## src/rtl/stage_seq_pkg.sv

```systemverilog
// Package: shared types for the staged bring-up sequencer.
// Assumes: included first in compile order.
package stage_seq_pkg;

    // State of the single-outstanding check handshake.
    typedef enum logic {
        PORT_IDLE = 1'b0,
        PORT_WAIT = 1'b1
    } port_state_e;

endpackage

```

## src/rtl/seq_tick_gen.sv

```systemverilog
// Module: seq_tick_gen
// Produces a registered one-cycle tick once every interval_i cycles.
// Assumes: interval_i may change at any time; a value of 0 behaves as 1.
module seq_tick_gen #(
    parameter int IV_W = 16
) (
    input  logic            clk,
    input  logic            rst_n,
    input  logic [IV_W-1:0] interval_i,
    output logic            tick_o
);

    logic [IV_W-1:0] cnt_q;
    logic            wrap;

    // Wrap when the next count would reach the programmed period.
    assign wrap = ({1'b0, cnt_q} + 1'b1) >= {1'b0, interval_i};

    // Free-running period counter with a registered tick.
    always_ff @(posedge clk) begin
        if (!rst_n) begin
            cnt_q  <= '0;
            tick_o <= 1'b0;
        end else if (wrap) begin
            cnt_q  <= '0;
            tick_o <= 1'b1;
        end else begin
            cnt_q  <= cnt_q + 1'b1;
            tick_o <= 1'b0;
        end
    end

    AST_TICK_SPACED: assert property (@(posedge clk) disable iff (!rst_n)
        tick_o && (interval_i > 1) && $stable(interval_i) |=> !tick_o);

endmodule

```

## src/rtl/seq_scheduler.sv

```systemverilog
// Module: seq_scheduler
// Chooses the stage for each launched check: the top stage, or on every
// REVISIT_EVERY-th slot a lower stage taken in round-robin order.
// Assumes: REVISIT_EVERY >= 2; clr_i and issue_i never coincide.
module seq_scheduler #(
    parameter int NUM_STAGES    = 11,
    parameter int REVISIT_EVERY = 4,
    localparam int SW  = $clog2(NUM_STAGES),
    localparam int SLW = (REVISIT_EVERY > 1) ? $clog2(REVISIT_EVERY) : 1
) (
    input  logic          clk,
    input  logic          rst_n,
    input  logic          issue_i,
    input  logic          clr_i,
    input  logic [SW-1:0] level_i,
    output logic [SW-1:0] target_o
);

    logic [SLW-1:0] slot_q;
    logic [SW-1:0]  rr_q;
    logic           last_slot;
    logic           revisit;

    assign last_slot = (slot_q == SLW'(REVISIT_EVERY - 1));
    // A revisit slot needs at least one stage below the top.
    assign revisit   = last_slot && (level_i != '0);
    assign target_o  = revisit ? rr_q : level_i;

    // Count launched checks modulo the revisit period.
    always_ff @(posedge clk) begin
        if (!rst_n) begin
            slot_q <= '0;
        end else if (issue_i) begin
            slot_q <= last_slot ? '0 : slot_q + 1'b1;
        end
    end

    // Round-robin pointer over the stages below the top; cleared on failure.
    always_ff @(posedge clk) begin
        if (!rst_n) begin
            rr_q <= '0;
        end else if (clr_i) begin
            rr_q <= '0;
        end else if (issue_i && revisit) begin
            rr_q <= ((rr_q + 1'b1) >= level_i) ? '0 : rr_q + 1'b1;
        end
    end

    AST_TARGET_ENABLED: assert property (@(posedge clk) disable iff (!rst_n)
        issue_i |-> target_o <= level_i);
    AST_RR_BELOW_TOP: assert property (@(posedge clk) disable iff (!rst_n)
        (level_i != '0) |-> rr_q < level_i);

endmodule

```

## src/rtl/seq_check_port.sv

```systemverilog
// Module: seq_check_port
// Runs the request/done/pass handshake for one check at a time and turns a
// missing answer after TIMEOUT cycles into a failure result.
// Assumes: start_i is only raised while idle; result is valid for one cycle.
module seq_check_port
    import stage_seq_pkg::*;
#(
    parameter int SW      = 4,
    parameter int TIMEOUT = 64,
    localparam int TW = (TIMEOUT > 1) ? $clog2(TIMEOUT) : 1
) (
    input  logic          clk,
    input  logic          rst_n,
    input  logic          start_i,
    input  logic [SW-1:0] start_stage_i,
    input  logic          done_i,
    input  logic          pass_i,
    output logic          req_o,
    output logic [SW-1:0] stage_o,
    output logic          busy_o,
    output logic          res_valid_o,
    output logic          res_pass_o,
    output logic [SW-1:0] res_stage_o
);

    port_state_e   state_q;
    logic [SW-1:0] stage_q;
    logic [TW-1:0] wait_q;
    logic          expire;

    assign expire      = (wait_q == TW'(TIMEOUT - 1));
    assign req_o       = (state_q == PORT_WAIT);
    assign busy_o      = req_o;
    assign stage_o     = stage_q;
    // An answer wins over an expiry in the same cycle.
    assign res_valid_o = req_o && (done_i || expire);
    assign res_pass_o  = done_i && pass_i;
    assign res_stage_o = stage_q;

    // Handshake state, latched stage number and wait counter.
    always_ff @(posedge clk) begin
        if (!rst_n) begin
            state_q <= PORT_IDLE;
            stage_q <= '0;
            wait_q  <= '0;
        end else begin
            case (state_q)
                PORT_IDLE: begin
                    if (start_i) begin
                        state_q <= PORT_WAIT;
                        stage_q <= start_stage_i;
                        wait_q  <= '0;
                    end
                end
                PORT_WAIT: begin
                    if (res_valid_o) begin
                        state_q <= PORT_IDLE;
                    end else begin
                        wait_q <= wait_q + 1'b1;
                    end
                end
                default: state_q <= PORT_IDLE;
            endcase
        end
    end

    AST_REQ_HOLD: assert property (@(posedge clk) disable iff (!rst_n)
        req_o && !res_valid_o |=> req_o && $stable(stage_o));
    AST_START_IDLE: assert property (@(posedge clk) disable iff (!rst_n)
        start_i |-> !req_o);
    AST_REQ_DROPS: assert property (@(posedge clk) disable iff (!rst_n)
        res_valid_o |=> !req_o);
    AST_WAIT_BOUND: assert property (@(posedge clk) disable iff (!rst_n)
        req_o |-> wait_q <= TW'(TIMEOUT - 1));

endmodule

```

## src/rtl/seq_level_ctrl.sv

```systemverilog
// Module: seq_level_ctrl
// Holds the enable level, derives the thermometer enable vector and the
// application enable, and raises a one-cycle pulse on every failure.
// Assumes: result inputs are valid for one cycle per finished check.
module seq_level_ctrl #(
    parameter int NUM_STAGES = 11,
    localparam int SW   = $clog2(NUM_STAGES),
    localparam int LAST = NUM_STAGES - 1
) (
    input  logic                  clk,
    input  logic                  rst_n,
    input  logic                  res_valid_i,
    input  logic                  res_pass_i,
    input  logic [SW-1:0]         res_stage_i,
    output logic [SW-1:0]         level_o,
    output logic [NUM_STAGES-1:0] stage_en_o,
    output logic                  app_en_o,
    output logic                  rollback_o
);

    logic [SW-1:0] level_q;
    logic          at_last;

    assign at_last  = (level_q == SW'(LAST));
    assign level_o  = level_q;
    assign app_en_o = stage_en_o[LAST];

    // Thermometer enable vector: one bit per stage at or below the level.
    for (genvar g = 0; g < NUM_STAGES; g++) begin : g_en
        assign stage_en_o[g] = (level_q >= SW'(g));
    end

    // Level update: climb on a top-stage pass, fall back on any failure.
    always_ff @(posedge clk) begin
        if (!rst_n) begin
            level_q    <= '0;
            rollback_o <= 1'b0;
        end else begin
            rollback_o <= res_valid_i && !res_pass_i;
            if (res_valid_i && !res_pass_i) begin
                level_q <= res_stage_i;
            end else if (res_valid_i && (res_stage_i == level_q) && !at_last) begin
                level_q <= level_q + 1'b1;
            end
        end
    end

    AST_EN_THERMO: assert property (@(posedge clk) disable iff (!rst_n)
        stage_en_o[0] && (((stage_en_o + 1'b1) & stage_en_o) == '0));
    AST_LEVEL_STEP: assert property (@(posedge clk) disable iff (!rst_n)
        res_valid_i && res_pass_i |=>
        (level_q == $past(level_q)) || (level_q == $past(level_q) + 1'b1));
    AST_FAIL_LEVEL: assert property (@(posedge clk) disable iff (!rst_n)
        res_valid_i && !res_pass_i |=> level_q == $past(res_stage_i));
    AST_ROLLBACK_PULSE: assert property (@(posedge clk) disable iff (!rst_n)
        rollback_o |=> !rollback_o);
    AST_QUIET_HOLD: assert property (@(posedge clk) disable iff (!rst_n)
        !res_valid_i |=> $stable(level_q) && !rollback_o);
    AST_APP_FULL: assert property (@(posedge clk) disable iff (!rst_n)
        app_en_o |-> (&stage_en_o));

endmodule

```

## src/rtl/stage_bringup_seq.sv

```systemverilog
// Module: stage_bringup_seq (top)
// Staged self-check bring-up sequencer: launches checks on interval ticks,
// advances the enable level on passes and rolls it back on failures.
// Assumes: external check logic answers with a done strobe and pass bit.
module stage_bringup_seq #(
    parameter int NUM_STAGES    = 11,
    parameter int IV_W          = 16,
    parameter int TIMEOUT       = 64,
    parameter int REVISIT_EVERY = 4,
    localparam int SW = $clog2(NUM_STAGES)
) (
    input  logic                  clk,
    input  logic                  rst_n,
    input  logic [IV_W-1:0]       interval_i,
    output logic                  chk_req_o,
    output logic [SW-1:0]         chk_stage_o,
    input  logic                  chk_done_i,
    input  logic                  chk_pass_i,
    output logic [NUM_STAGES-1:0] stage_en_o,
    output logic [SW-1:0]         level_o,
    output logic                  app_en_o,
    output logic                  rollback_o
);

    logic          tick;
    logic          busy;
    logic          issue;
    logic          clr_rr;
    logic [SW-1:0] target;
    logic          res_valid;
    logic          res_pass;
    logic [SW-1:0] res_stage;

    // Launch only on a tick while nothing is outstanding.
    assign issue  = tick && !busy;
    assign clr_rr = res_valid && !res_pass;

    seq_tick_gen #(
        .IV_W (IV_W)
    ) u_tick (
        .clk        (clk),
        .rst_n      (rst_n),
        .interval_i (interval_i),
        .tick_o     (tick)
    );

    seq_scheduler #(
        .NUM_STAGES    (NUM_STAGES),
        .REVISIT_EVERY (REVISIT_EVERY)
    ) u_sched (
        .clk      (clk),
        .rst_n    (rst_n),
        .issue_i  (issue),
        .clr_i    (clr_rr),
        .level_i  (level_o),
        .target_o (target)
    );

    seq_check_port #(
        .SW      (SW),
        .TIMEOUT (TIMEOUT)
    ) u_port (
        .clk           (clk),
        .rst_n         (rst_n),
        .start_i       (issue),
        .start_stage_i (target),
        .done_i        (chk_done_i),
        .pass_i        (chk_pass_i),
        .req_o         (chk_req_o),
        .stage_o       (chk_stage_o),
        .busy_o        (busy),
        .res_valid_o   (res_valid),
        .res_pass_o    (res_pass),
        .res_stage_o   (res_stage)
    );

    seq_level_ctrl #(
        .NUM_STAGES (NUM_STAGES)
    ) u_level (
        .clk         (clk),
        .rst_n       (rst_n),
        .res_valid_i (res_valid),
        .res_pass_i  (res_pass),
        .res_stage_i (res_stage),
        .level_o     (level_o),
        .stage_en_o  (stage_en_o),
        .app_en_o    (app_en_o),
        .rollback_o  (rollback_o)
    );

    AST_REQ_STAGE_ENABLED: assert property (@(posedge clk) disable iff (!rst_n)
        chk_req_o |-> stage_en_o[chk_stage_o]);
    AST_RESET_QUIET: assert property (@(posedge clk)
        !rst_n |=> !chk_req_o && !rollback_o && (level_o == '0));

endmodule

```

## config.mk

```make
export PLATFORM = sky130hd
export DESIGN_NAME = stage_bringup_seq
export DESIGN_NICKNAME = d
export VERILOG_FILES = /design/src/rtl/stage_seq_pkg.sv /design/src/rtl/seq_tick_gen.sv /design/src/rtl/seq_scheduler.sv /design/src/rtl/seq_check_port.sv /design/src/rtl/seq_level_ctrl.sv /design/src/rtl/stage_bringup_seq.sv
export SDC_FILE = /design/constraint.sdc
export NUM_CORES = 1
export LEC_CHECK = 0
export ABC_CLOCK_PERIOD_IN_PS = 5900
export BUFFER_PORTS_ARGS = -buffer_cell sky130_fd_sc_hd__buf_2
export CAP_MARGIN = 15
export CORE_MARGIN = 1.5
export CORE_UTILIZATION = 40
export DETAILED_ROUTE_END_ITERATION = 7
export SLEW_MARGIN = 40
export SYNTH_ARGS = -nofsm -noshare
export SYNTH_HDL_FRONTEND = slang
export SYNTH_HIERARCHICAL = 1
export SYNTH_SLANG_ARGS = --single-unit
export TNS_END_PERCENT = 1
```

## constraint.sdc

```tcl
create_clock -name clk -period 5.9 [get_ports clk]
set_input_delay 0.59 -clock clk [delete_from_list [all_inputs] [get_ports clk]]
set_output_delay 0.59 -clock clk [all_outputs]
set_load 0.02 [all_outputs]
```

=== Word level (Yosys, flattened, before mapping) ===
Cells that the tools add are included.

* Register bits: 39
* Bits of input ports: 20

* Add/sub/neg operators: 6
* Order comparisons: 13
* Equal/unequal tests: 6
* Muxes and demuxes: 12
* Bitwise gates (word level): 2
* Reduce and logical (&&, ||, !) cells: 18

{| class="wikitable"
|+ Operator list
! cell !! count
|-
| $add A16 B1 Y17 const B || 1
|-
| $ge A17 B16 Y1 || 1
|-
| $add A16 B1 Y16 const B || 1
|-
| $ge A4 B3 Y1 const B || 4
|-
| $mux W4 || 4
|-
| $ge A4 B4 Y1 const B || 3
|-
| $mux W6 || 2
|-
| $pmux W6 S2 || 1
|-
| $add A4 B1 Y4 const B || 2
|-
| $ge A4 B1 Y1 const B || 2
|-
| $ge A4 B2 Y1 const B || 2
|-
| $logic_and A1 B1 Y1 || 8
|-
| $add A6 B1 Y6 const B || 1
|-
| $eq A6 B6 Y1 const B || 1
|-
| $eq A4 B4 Y1 || 1
|-
| $eq A4 B4 Y1 const B || 1
|-
| $ge A4 B4 Y1 || 1
|-
| $ne A2 B2 Y1 const B || 2
|-
| $reduce_and A2 Y1 || 2
|-
| $reduce_bool A4 Y1 || 1
|-
| $reduce_or A2 Y1 || 2
|-
| $logic_not A1 Y1 || 3
|-
| $mux W1 || 3
|-
| $add A2 B1 Y2 const B || 1
|-
| other kinds (6) || 7
|}

=== Depth between registers and ports, before layout ===
* Word-level depth: 7
* Gate-level depth with buffers: 12

=== Modules after synthesis ===
Netlist, hierarchy kept.

{| class="wikitable"
|+ By module, submodules not included
! module !! instances !! cells each !! area an instance (um^2) !! sequential area each (um^2)
|-
| seq_tick_gen || 1 || 134 || 1171.1 || 340.3
|-
| seq_check_port || 1 || 61 || 576.8 || 220.2
|-
| seq_level_ctrl || 1 || 64 || 533.0 || 100.1
|-
| seq_scheduler || 1 || 55 || 500.5 || 120.1
|-
| stage_bringup_seq || 1 || 2 || 27.5 || 0.0
|}

=== Worst setup path before layout ===
OpenSTA, ideal clock, no wires.

* Kind: flip-flop to flip-flop
* Start: reg u_tick.cnt_q[0]
* End: reg u_tick.cnt_q[1]
* Setup time: 0.141 ns
* Arrival time: 2.644 ns
* Path slack: 3.115 ns
* Stages on the path, launching flop included: 13
* Clock period less this slack: 2.785 ns
* Path through: dfxtp_1 ha_1 nand2_1 nor2_1 nand3_1 xnor2_1 ha_1 nand3_1 or3_1 or4_4 nand4_4 buf_6 nor3b_1

* Longest elaborated chain between the ends: 3
* Elaborated cells on any way between the ends: 4
* Those cells by class: add/sub: 2; order compare: 1; reduce/logical: 1

{| class="wikitable"
|+ RTL lines
! element !! line !! RTL
|-
| start, declared || seq_tick_gen.sv:13 || <nowiki>logic [IV_W-1:0] cnt_q;</nowiki>
|-
| start signal, assigned || seq_tick_gen.sv:28 || <nowiki>cnt_q <= cnt_q + 1'b1;</nowiki>
|-
| $add A16 B1 Y17 || seq_tick_gen.sv:17 || <nowiki>assign wrap = ({1'b0, cnt_q} + 1'b1) >= {1'b0, interval_i};</nowiki>
|-
| $ge A17 B16 Y1 || seq_tick_gen.sv:17 ||
|-
| $reduce_or A2 Y1 (no source line) || - ||
|}

Several ways; a longest one is shown, not always the timed one.
A chain may end at the register's enable or synchronous reset.

=== Final worst setup path ===
Ends and elaborated chain as after synthesis.

==> flow_summary.toml <==
[clock_network]
insertion_delay_ns = 0.28
cts.clk_slew.worst_paths_ns = 0.07
hold_buffers = 0
numCtsBuffers = 5
clock_tree.buffer_depth = 2
htreeDepth = 2
cts.sinks = 39
cts_setup_buffers = 0
ctsResizeCount = 0
cts_root_buffer = "clkbuf_8"
cts_tree = "yes"

[synth]
yosys-top-cells-area = "dfxtp_1, ha_1, nor3b_1"
yosysTopAreaCellShare = 0.278
async_flop_share = 0
synth-seq-cells = 39
synthFlopType = "dfxtp_1"
netlist_top_cells_count = "dfxtp_1, ha_1, inv_1, nand2_1, nor3b_1"
yosys_warnings = 6
ys_types = 59
synthesis.nets = 364
yosysMostFrequentCell = "dfxtp_1"
synth-edff-count = 0
ys_seq_area_frac = 0.278
yosysTopAreaCell = "dfxtp_1"
synth_area_per_cell_um2 = 8.89
syn_inst = 316
syn_area_um2 = 2810

[floorplan]
core_area_um2 = 6790
die-area_um2 = 7530
start_util = 0.413
die_h_um = 86.8
rows = 30
chipWidth_um = 86.8
num_io_pins = 42

[drt]
wl_per_cell_um = 12.3
first_pass_iters = 4
route.vias.total = 2229
drtIter0Drc = 62
avgViaCountPerCell = 5.02
final_antenna_net_count = 0
drcViolationCount = 0
wirelength_um = 5450

[setup_path]
cp-end-kind = "flop"
crit_buf_inv = 1
worstPathArrival_ns = 3.25
worstPathRequired_ns = 6.06
crit_path_max_incr_delay_ns = 0.54
slowest_stage = "a31oi_1"
cp-start-kind = "flop"
path_delay_family = "simple AND/OR/NAND/NOR gates"
crit_type = "reg2reg"
cp_max_fo = 11
crit_chain = "ha_1, nand2_1, nor2_1, nand3_1, xnor2_1, ha_1, nand3_1, or3_1, a31oi_1, buf_4, nor3b_1"

[finish]
drive_above_1_share = 0.218
insertedDiodeCount = 0
nets = 397
final_area_um2 = 3110
area_growth_pct = 10.6

[timing]
final_hold_viol_count = 0
fin_ws_ns = 2.82
drv_slew = 0
setup_tns_ns = 0
rsz0062_at_grt = "false"
worstMarginPinSlew_ns = 0.691
relSlewSlack = 0.537
whs_ns = 0.506
setup_viol = 0
finClkSkew_ns = 0.00554
max_freq_ghz = 0.324
fin_crit_sh = 0.523
finalCriticalPeriod_ns = 3.08

[placed_design]
dp_hpwl_um = 4140
port_buffers = 40
gpl.final_weighted_congestion = 0.859
placed_area_um2 = 3040
place_ws_ns = 2.85

[grt]
grt.total_usage = 0.155
grt_pass1_vias = 2078
antenna_found_initial = 0
grt_pass1_wl_um = 9340
overflow = 0
grt_max_degree = 25

[power_and_ir_drop]
peakVddDrop_v = 0.0000718
clkPwrFrac = 0.335
leakagePower_nw = 1.46
p_switching_mw = 0.117
p_comb_frac = 0.110
netSwitchingFraction = 0.242
power_density_nw_per_um2 = 156
seqPwrFrac = 0.556
internal_power_mw = 0.368

[run]
cap_viol_max_count = 0

[worst_hold_path]
hold_path_class = "reg2reg"

[status]
status = "finished, final reports clean"
==> final timing paths <==
check,startpoint,slack [ns],depth (start not counted),endpoint
max,u_tick/cnt_q[0],2.82,11,u_tick/cnt_q[1]
min,u_sched/rr_q[1],0.51,2,u_sched/rr_q[1]
max reg2reg,u_tick/cnt_q[0],2.82,11,u_tick/cnt_q[1]
min reg2reg,u_sched/rr_q[1],0.51,2,u_sched/rr_q[1]
==> logic make-up (layout without fill, tap and decap cells) <==
| logic type | after synthesis | in the layout | share of synthesized area |
|---|---|---|---|
| buffers and inverters | 39 | 71 | 0.0682 |
| multiplexers | 9 | 9 | 0.0339 |
| flip-flops | 39 | 39 | 0.278 |
| AND/OR/NAND/NOR | 129 | 129 | 0.291 |
| adder cells (fa/ha/maj) | 28 | 28 | 0.125 |
| AO/OA/AOI/OAI | 51 | 51 | 0.140 |
| other | 1 | 1 | 0.00134 |
| XOR/XNOR | 20 | 20 | 0.0624 |
==> cell type report <==
cell class / count / area (µm²)
clock buffer: 6 / 72.6
timing repair buffer: 41 / 208
inverter: 24 / 90.1
tap: 96 / 120
multi-input combinational: 238 / 1840
fill: 692 / 3690
sequential: 39 / 781
==> worst reg2reg max path: cells and delay by family (launching register included) <==
kind / cells / cell delay, ns
simple gates: 6 / 1.03
fa+ha+maj: 2 / 0.54
compound gates: 1 / 0.54
flops: 1 / 0.40
buf+inv: 1 / 0.30
xor+xnor: 1 / 0.15
==> sequential cells by signal, summed over array words and instances (netlist names) <==
register            count
u_level/level_o         4
u_level/rollback_o      1
u_port/busy_o           1
u_port/res_stage_o      4
u_port/wait_q           6
u_sched/rr_q            4
u_sched/slot_q          2
u_tick/cnt_q           16
u_tick/tick_o           1
==> cells in the final DEF (no fill, tap or decap), drive strengths merged, types with 3 or more instances in the layout <==
| master | count |
|---|---|
| buf | 41 |
| dfxtp | 39 |
| ha | 28 |
| inv | 24 |
| nand2 | 21 |
| nor3b | 19 |
| nand3 | 18 |
| a21oi | 12 |
| nor2b | 12 |
| xor2 | 11 |
| nor2 | 10 |
| xnor2 | 9 |
| o21ai | 8 |
| nor3 | 7 |
| nand4 | 7 |
| and3 | 7 |
| o21a | 6 |
| clkbuf | 6 |
| a21o | 6 |
| nand2b | 5 |
| a31oi | 5 |
| mux2i | 5 |
| o31a | 4 |
| mux2 | 4 |
| or3 | 4 |
| or2b | 4 |
| nor4 | 3 |
| or2 | 3 |
==> per-layer routing <==
metal | up-vias | part of all wire | track usage
met1 | 1011 | 0.51 | 0.202
li1 | 1175 | - | -
met3 | 4 | 0.033 | 0.0371
met2 | 39 | 0.45 | 0.252
met5 | - | 0 | 0
met4 | 0 | 0.0077 | 0.0484
==> through the flow <==
step | total power, mW | cells | utilization
after global routing | 0.513 | 444 | 0.457
after detailed placement | 0.329 | 438 | 0.447
after CTS | 0.494 | 444 | 0.457
final | 0.485 | 444 | 0.457
after global placement | 0.327 | 438 | 0.447
after floorplan | 0.312 | 316 | -
==> power by group through the flow <==
stage	Sequential [mW]	Combinational [mW]	Clock, mW
after detailed placement	0.276	0.0530	0
after global placement	0.275	0.0520	0
final	0.270	0.0531	0.162
after floorplan	0.274	0.0371	0
after CTS	0.270	0.0534	0.172
after global routing	0.270	0.0601	0.183
Note: power is estimated with default switching activity, not from simulation.
